### src/rtl/ofc_pkg.sv
package ofc_pkg;

    localparam int CODE_W        = 4;
    localparam int COEF_W        = 16;
    localparam int COEF_FRAC     = 14;
    localparam int GAIN_TOP_CODE = 12;

    typedef logic [CODE_W-1:0] code_t;

    // How the loop treats the current sample
    typedef struct packed {
        logic apply;   // subtract the estimate
        logic learn;   // update accumulator and estimate
    } loop_mode_t;

    // Outcome of a range clamp
    typedef enum logic [1:0] {
        CLAMP_NONE = 2'd0,
        CLAMP_HIGH = 2'd1,
        CLAMP_LOW  = 2'd2
    } clamp_e;

    function automatic loop_mode_t loop_mode(input logic en, input code_t tc,
                                             input code_t tc_max);
        loop_mode_t m;
        m.apply = en;
        m.learn = en && (tc <= tc_max);
        return m;
    endfunction

    // Q2.14 multiplier: round(16384 * 10^(n/40)); codes above 12 use the 6 dB entry
    function automatic logic [COEF_W-1:0] gain_coef(input code_t g);
        logic [COEF_W-1:0] k;
        case (g)
            4'd0:    k = 16'd16384;
            4'd1:    k = 16'd17355;
            4'd2:    k = 16'd18383;
            4'd3:    k = 16'd19472;
            4'd4:    k = 16'd20626;
            4'd5:    k = 16'd21848;
            4'd6:    k = 16'd23143;
            4'd7:    k = 16'd24514;
            4'd8:    k = 16'd25967;
            4'd9:    k = 16'd27506;
            4'd10:   k = 16'd29135;
            4'd11:   k = 16'd30862;
            default: k = 16'd32690;
        endcase
        return k;
    endfunction

endpackage

### src/rtl/ofc_offset_loop.sv
module ofc_offset_loop
    import ofc_pkg::*;
#(
    parameter int DATA_W      = 14,
    parameter int BASE_SHIFT  = 18,
    parameter int MAX_TC_CODE = 11,
    parameter int ACC_W       = DATA_W + BASE_SHIFT + MAX_TC_CODE
) (
    input  logic                     clk,
    input  logic                     rst,
    input  logic                     in_valid,
    input  logic signed [DATA_W-1:0] in_data,
    input  logic                     corr_en,
    input  code_t                    tc_code,
    input  code_t                    gain_code,
    output logic                     s1_valid,
    output logic signed [DATA_W-1:0] s1_data,
    output code_t                    s1_gain
);

    localparam int SH_W = $clog2(BASE_SHIFT + (1 << CODE_W));

    localparam logic signed [DATA_W-1:0] D_MAX = {1'b0, {(DATA_W-1){1'b1}}};
    localparam logic signed [DATA_W-1:0] D_MIN = {1'b1, {(DATA_W-1){1'b0}}};
    localparam logic signed [ACC_W-1:0]  A_MAX = ACC_W'(D_MAX);
    localparam logic signed [ACC_W-1:0]  A_MIN = ACC_W'(D_MIN);

    logic signed [ACC_W-1:0]  acc_q;
    logic signed [ACC_W-1:0]  acc_sum;
    logic signed [ACC_W-1:0]  acc_shr;
    logic signed [DATA_W-1:0] est_q;
    logic signed [DATA_W-1:0] est_next;
    logic signed [DATA_W-1:0] corr_c;
    logic signed [DATA_W:0]   diff;
    logic [SH_W-1:0]          shamt;
    loop_mode_t               mode;
    clamp_e                   diff_clamp;

    always_comb begin
        mode = loop_mode(corr_en, tc_code, code_t'(MAX_TC_CODE));

        diff = (DATA_W+1)'(in_data) - (DATA_W+1)'(est_q);
        if (diff[DATA_W] != diff[DATA_W-1])
            diff_clamp = diff[DATA_W] ? CLAMP_LOW : CLAMP_HIGH;
        else
            diff_clamp = CLAMP_NONE;

        if (!mode.apply)
            corr_c = in_data;
        else begin
            case (diff_clamp)
                CLAMP_HIGH: corr_c = D_MAX;
                CLAMP_LOW:  corr_c = D_MIN;
                default:    corr_c = diff[DATA_W-1:0];
            endcase
        end

        acc_sum = acc_q + ACC_W'(corr_c);
        shamt   = SH_W'(BASE_SHIFT) + SH_W'(tc_code);
        acc_shr = acc_sum >>> shamt;

        if (acc_shr > A_MAX)
            est_next = D_MAX;
        else if (acc_shr < A_MIN)
            est_next = D_MIN;
        else
            est_next = acc_shr[DATA_W-1:0];
    end

    always_ff @(posedge clk) begin
        if (rst) begin
            acc_q    <= '0;
            est_q    <= '0;
            s1_valid <= 1'b0;
            s1_data  <= '0;
            s1_gain  <= '0;
        end else begin
            s1_valid <= in_valid;
            if (in_valid) begin
                s1_data <= corr_c;
                s1_gain <= gain_code;
            end
            if (in_valid && mode.learn) begin
                acc_q <= acc_sum;
                est_q <= est_next;
            end
        end
    end

    AST_FROZEN_WHEN_OFF: assert property (@(posedge clk) disable iff (rst)
        !corr_en |=> ($stable(acc_q) && $stable(est_q)));

    AST_BYPASS_WHEN_OFF: assert property (@(posedge clk) disable iff (rst)
        (in_valid && !corr_en) |=> (s1_data == $past(in_data)));

    AST_RESERVED_HOLD: assert property (@(posedge clk) disable iff (rst)
        (corr_en && (tc_code > code_t'(MAX_TC_CODE))) |=> $stable(est_q));

endmodule

### src/rtl/ofc_gain_stage.sv
module ofc_gain_stage
    import ofc_pkg::*;
#(
    parameter int DATA_W = 14
) (
    input  logic                     clk,
    input  logic                     rst,
    input  logic                     s1_valid,
    input  logic signed [DATA_W-1:0] s1_data,
    input  code_t                    s1_gain,
    output logic                     out_valid,
    output logic signed [DATA_W-1:0] out_data
);

    localparam int PROD_W = DATA_W + COEF_W + 1;

    localparam logic signed [DATA_W-1:0] D_MAX = {1'b0, {(DATA_W-1){1'b1}}};
    localparam logic signed [DATA_W-1:0] D_MIN = {1'b1, {(DATA_W-1){1'b0}}};
    localparam logic signed [PROD_W-1:0] P_MAX = PROD_W'(D_MAX);
    localparam logic signed [PROD_W-1:0] P_MIN = PROD_W'(D_MIN);
    localparam logic signed [PROD_W-1:0] HALF  = PROD_W'(1) <<< (COEF_FRAC - 1);

    logic [COEF_W-1:0]        coef;
    logic signed [PROD_W-1:0] op_a;
    logic signed [PROD_W-1:0] op_b;
    logic signed [PROD_W-1:0] prod;
    logic signed [PROD_W-1:0] rnd;
    logic signed [DATA_W-1:0] res;
    clamp_e                   clamp;

    always_comb begin
        coef = gain_coef(s1_gain);
        op_a = PROD_W'(s1_data);
        op_b = PROD_W'($signed({1'b0, coef}));
        prod = op_a * op_b;
        rnd  = (prod + HALF) >>> COEF_FRAC;

        if (rnd > P_MAX)
            clamp = CLAMP_HIGH;
        else if (rnd < P_MIN)
            clamp = CLAMP_LOW;
        else
            clamp = CLAMP_NONE;

        case (clamp)
            CLAMP_HIGH: res = D_MAX;
            CLAMP_LOW:  res = D_MIN;
            default:    res = rnd[DATA_W-1:0];
        endcase
    end

    always_ff @(posedge clk) begin
        if (rst) begin
            out_valid <= 1'b0;
            out_data  <= '0;
        end else begin
            out_valid <= s1_valid;
            if (s1_valid)
                out_data <= res;
        end
    end

    AST_UNITY_GAIN: assert property (@(posedge clk) disable iff (rst)
        (s1_valid && (s1_gain == '0)) |=> (out_data == $past(s1_data)));

endmodule

### src/rtl/ofc_offset_gain_top.sv
module ofc_offset_gain_top
    import ofc_pkg::*;
#(
    parameter int DATA_W      = 14,
    parameter int BASE_SHIFT  = 18,
    parameter int MAX_TC_CODE = 11
) (
    input  logic                     clk,
    input  logic                     rst,
    input  logic                     in_valid,
    input  logic signed [DATA_W-1:0] in_data,
    input  logic                     corr_en,
    input  logic [3:0]               tc_code,
    input  logic [3:0]               gain_code,
    output logic                     out_valid,
    output logic signed [DATA_W-1:0] out_data
);

    localparam int ACC_W = DATA_W + BASE_SHIFT + MAX_TC_CODE;

    logic                     s1_valid;
    logic signed [DATA_W-1:0] s1_data;
    code_t                    s1_gain;

    ofc_offset_loop #(
        .DATA_W      (DATA_W),
        .BASE_SHIFT  (BASE_SHIFT),
        .MAX_TC_CODE (MAX_TC_CODE),
        .ACC_W       (ACC_W)
    ) u_loop (
        .clk       (clk),
        .rst       (rst),
        .in_valid  (in_valid),
        .in_data   (in_data),
        .corr_en   (corr_en),
        .tc_code   (tc_code),
        .gain_code (gain_code),
        .s1_valid  (s1_valid),
        .s1_data   (s1_data),
        .s1_gain   (s1_gain)
    );

    ofc_gain_stage #(
        .DATA_W (DATA_W)
    ) u_gain (
        .clk       (clk),
        .rst       (rst),
        .s1_valid  (s1_valid),
        .s1_data   (s1_data),
        .s1_gain   (s1_gain),
        .out_valid (out_valid),
        .out_data  (out_data)
    );

    AST_OUT_HAS_SOURCE: assert property (@(posedge clk) disable iff (rst)
        out_valid |-> $past(in_valid, 2));

    AST_IN_REACHES_OUT: assert property (@(posedge clk) disable iff (rst)
        in_valid |=> ##1 out_valid);

endmodule

### config.mk
export PLATFORM = sky130hd
export DESIGN_NAME = ofc_offset_gain_top
export DESIGN_NICKNAME = d
export VERILOG_FILES = /design/src/rtl/ofc_pkg.sv /design/src/rtl/ofc_offset_loop.sv /design/src/rtl/ofc_gain_stage.sv /design/src/rtl/ofc_offset_gain_top.sv
export SDC_FILE = /design/constraint.sdc
export NUM_CORES = 1
export LEC_CHECK = 0
export BUFFER_PORTS_ARGS = -buffer_cell sky130_fd_sc_hd__buf_2
export CAP_MARGIN = 10
export CORE_AREA = 2 2 181 183
export CTS_CLUSTER_SIZE = 16
export DETAILED_ROUTE_END_ITERATION = 16
export DIE_AREA = 0 0 183 185
export GPL_TIMING_DRIVEN = 0
export PLACE_DENSITY = 0.76
export SETUP_SLACK_MARGIN = 0.5
export SYNTH_ARGS = -nofsm -noshare
export SYNTH_HDL_FRONTEND = slang
export SYNTH_SLANG_ARGS = --single-unit
### constraint.sdc
create_clock -name clk -period 11.3 [get_ports clk]
set_input_delay 2.26 -clock clk [delete_from_list [all_inputs] [get_ports clk]]
set_output_delay 2.26 -clock clk [all_outputs]
set_load 0.02 [all_outputs]
==> impl_metrics.ini <==
[timing]
max-slew-margin-rel = 0.3022
fin_crit_ns = 10.31
setup_viol = 0
tightest_slew_ns = 1.047
skew_ns = 0.01241
rsz0062_at_grt = false
tns_ns = 0
hold_viol_final = 0
finalCritPeriodShare = 0.9123
final_max_slew_viol_count = 0
max_freq_mhz = 97.00
setup_ws_ns = 0.9908

[worst_setup_path]
end_kind = register
start_kind = input pin
cpPeakStageDelay_ns = 0.59
crit_buf_inv = 5
rr_startpoint = u_loop.s1_data[9]
reg2reg_to = u_gain.out_data[4]
r2r_cells = 27
crit_fanout = 10
critPathArrivalTime_ns = 10.60
crit_required_ns = 11.59
crit_path_top_delay_cell = o311ai_1
critPathTopFamily = compound AO/OA/AOI/OAI gates
path_class = input pin to register
cpMostUsedCell = a21boi_1
r2r_setup_slack_ns = 2.51

[synthesis]
synth_commonest_cells = 275 x nand2_1, 247 x inv_1, 189 x nor2_1
yosysTopAreaCell = fa_1
syn_avg_cell_area_um2 = 7.743
synth.area.top_cells = fa_1 17%, ha_1 12%, dfxtp_1 11%
synth_area_mm2 = 0.01881
ys_types = 95
ys_seq_elements = 105
syn_inst = 2430
synth_nets = 2795
async_flop_share = 0
synth.most_common_cell = nand2_1
synth_enable_flop_cells = 0
seq_area_frac_synth = 0.1117
synth_top_flop_cell = dfxtp_1
synth.top_cell.area_share = 0.1671
yosys_warnings = 0

[floorplanning]
start_util = 0.5872
io-pin-count = 41
rows = 66
coreArea_mm2 = 0.03204
dieHeight_um = 185
die-area_mm2 = 0.03386
die_x_um = 183

[placed_design]
pre_cts_ws_ns = -0.8807
place_congestion = 1.004
io_buffers = 39
hpwl_um = 53240
dp.cells = 2878
dpl_cell_area_mm2 = 0.01956

[routing]
drtPass1Iterations = 6
wl_per_cell_um = 22.86
drt-total-wl_um = 66610
vias_per_cell = 6.595
vias = 19210
drc = 0
drt_iter0_drc = 1631
ant_nets = 0

[cts]
clock_sinks = 105
cts_buffers = 9
root_buffer = clkbuf_16
tritoncts = yes
ctsHoldBuffers = 0
cts_buffer_depth = 2
htree_num_levels = 3
insertion_delay_ns = 0.39
clk_pin_slew_ns = 0.08

[worst_hold_path]
hp-class = register to register
hold_depth = 2
holdPathEnd = u_loop.est_q[13]
worstHoldStart = u_loop.est_q[13]

[global_routing]
grt_start_max_net_pins = 31
gr-total-overflow = 0
grt_pass1_wl_um = 102800
grt_pass1_vias = 18710
antenna_found_initial = 0
grt_use_total = 0.3922

[cells_and_area]
fin_nets = 2865
final_cells = 2913
antenna_cells = 0
final_area_mm2 = 0.02024
nFillCells = 2865
final_layout_size_suffix_gt1_frac = 0.07864
area_delta_synth_final_pct = 7.555
multi_input_area_mm2 = 0.01545
regArea_mm2 = 0.002102

[power]
p_per_area_mw_per_mm2 = 149.3
peakVddDrop_v = 0.0001573
cellLeakagePower_uw = 0.009460
total_power_uw = 3021

[run_status]
status = finished clean

[job]
drv_cap = 0
## worst min-delay path, cell delays in order (launching register included)
cell and delay (ns):
dfxtp_1 0.32, nand2_1 0.05, a21oi_1 0.05
## registers in the layout (all words and copies together) (netlist names)
name	count
u_gain.coef	14
u_gain.out_data	14
u_gain.out_valid	1
u_loop.acc_q	43
u_loop.est_q	14
u_loop.s1_data	14
u_loop.s1_gain	4
u_loop.s1_valid	1
## power breakdown
group / internal (uW) / leakage, uW / switching [uW] / total [uW]
combinational: 839 / 0.00845 / 1380 / 2210
clock: 158 / 0.000145 / 182 / 339
sequential: 415 / 0.000864 / 52.3 / 467
total: 1410 / 0.00946 / 1610 / 3020
## layout by cell type, fill, tap and decap left out, drive strengths merged, types with 51 or more instances in the layout
| cell | synthesis | layout |
|---|---|---|
| fa | 157 | 157 |
| nand2 | 275 | 275 |
| nor2 | 191 | 191 |
| and2 | 111 | 111 |
| buf | 38 | 97 |
| o21ai | 88 | 88 |
| dfxtp | 105 | 105 |
| inv | 248 | 250 |
| nand3 | 51 | 51 |
| a21oi | 174 | 174 |
| mux2i | 62 | 62 |
| ha | 182 | 182 |
| clkbuf | 102 | 111 |
## area by class of cell
type / instances / share of cell area
multi-input cells: 1935 / 0.7633
flip-flops and latches: 105 / 0.1039
inverters: 250 / 0.04650
plain buffers: 140 / 0.02820
well taps: 408 / 0.02523
repair buffers: 59 / 0.01768
clock buffers: 9 / 0.01113
clock inverters: 7 / 0.004081
## how the worst max path moves through the flow
| stage | start | to | depth (start not counted) |
|---|---|---|---|
| after floorplan | in_data[1] | u_loop.est_q[0] | 38 |
| after global placement | in_data[0] | u_loop.est_q[9] | 29 |
| after detailed placement | in_data[1] | u_loop.est_q[7] | 39 |
| after CTS | in_data[1] | u_loop.est_q[7] | 38 |
| after global routing | in_data[1] | u_loop.est_q[0] | 40 |
| final | in_data[1] | u_loop.est_q[7] | 38 |
## cell families (layout without fill, tap and decap cells)
group / after synthesis / after routing / synth area share
adder cells (fa/ha/maj): 339 / 339 / 0.2881
flip-flops: 105 / 105 / 0.1117
XOR/XNOR: 54 / 54 / 0.02514
multiplexers: 90 / 90 / 0.05752
buffers and inverters: 390 / 465 / 0.07994
AO/OA/AOI/OAI: 595 / 595 / 0.2155
AND/OR/NAND/NOR: 857 / 857 / 0.2221
## stage by stage
step	utilization	hold WS (ns)
finish	0.6316	0.4630
global route	0.6316	0.4878
CTS	0.6273	0.4602
detailed placement	0.6104	0.4494
global placement	0.6092	0.4442
floorplan	-	0.4363
## layer usage
metal  vias to the layer above  track usage  wire length [um]
li1                       8683            -                 -
met1                      9294       0.4540             25400
met2                       954       0.6733             31520
met3                       279      0.05879              4813
met4                         0       0.2656              4868
met5                         -            0                 0
## timing repair
action                                  in CTS  in global routing
setup buffers                                8                 11
pin swaps                                    6                 14
cloned                                       0                  0
endpoints found under the setup margin      13                 13
gates resized for setup                     41                 26
(Power assumes the default switching activity.)
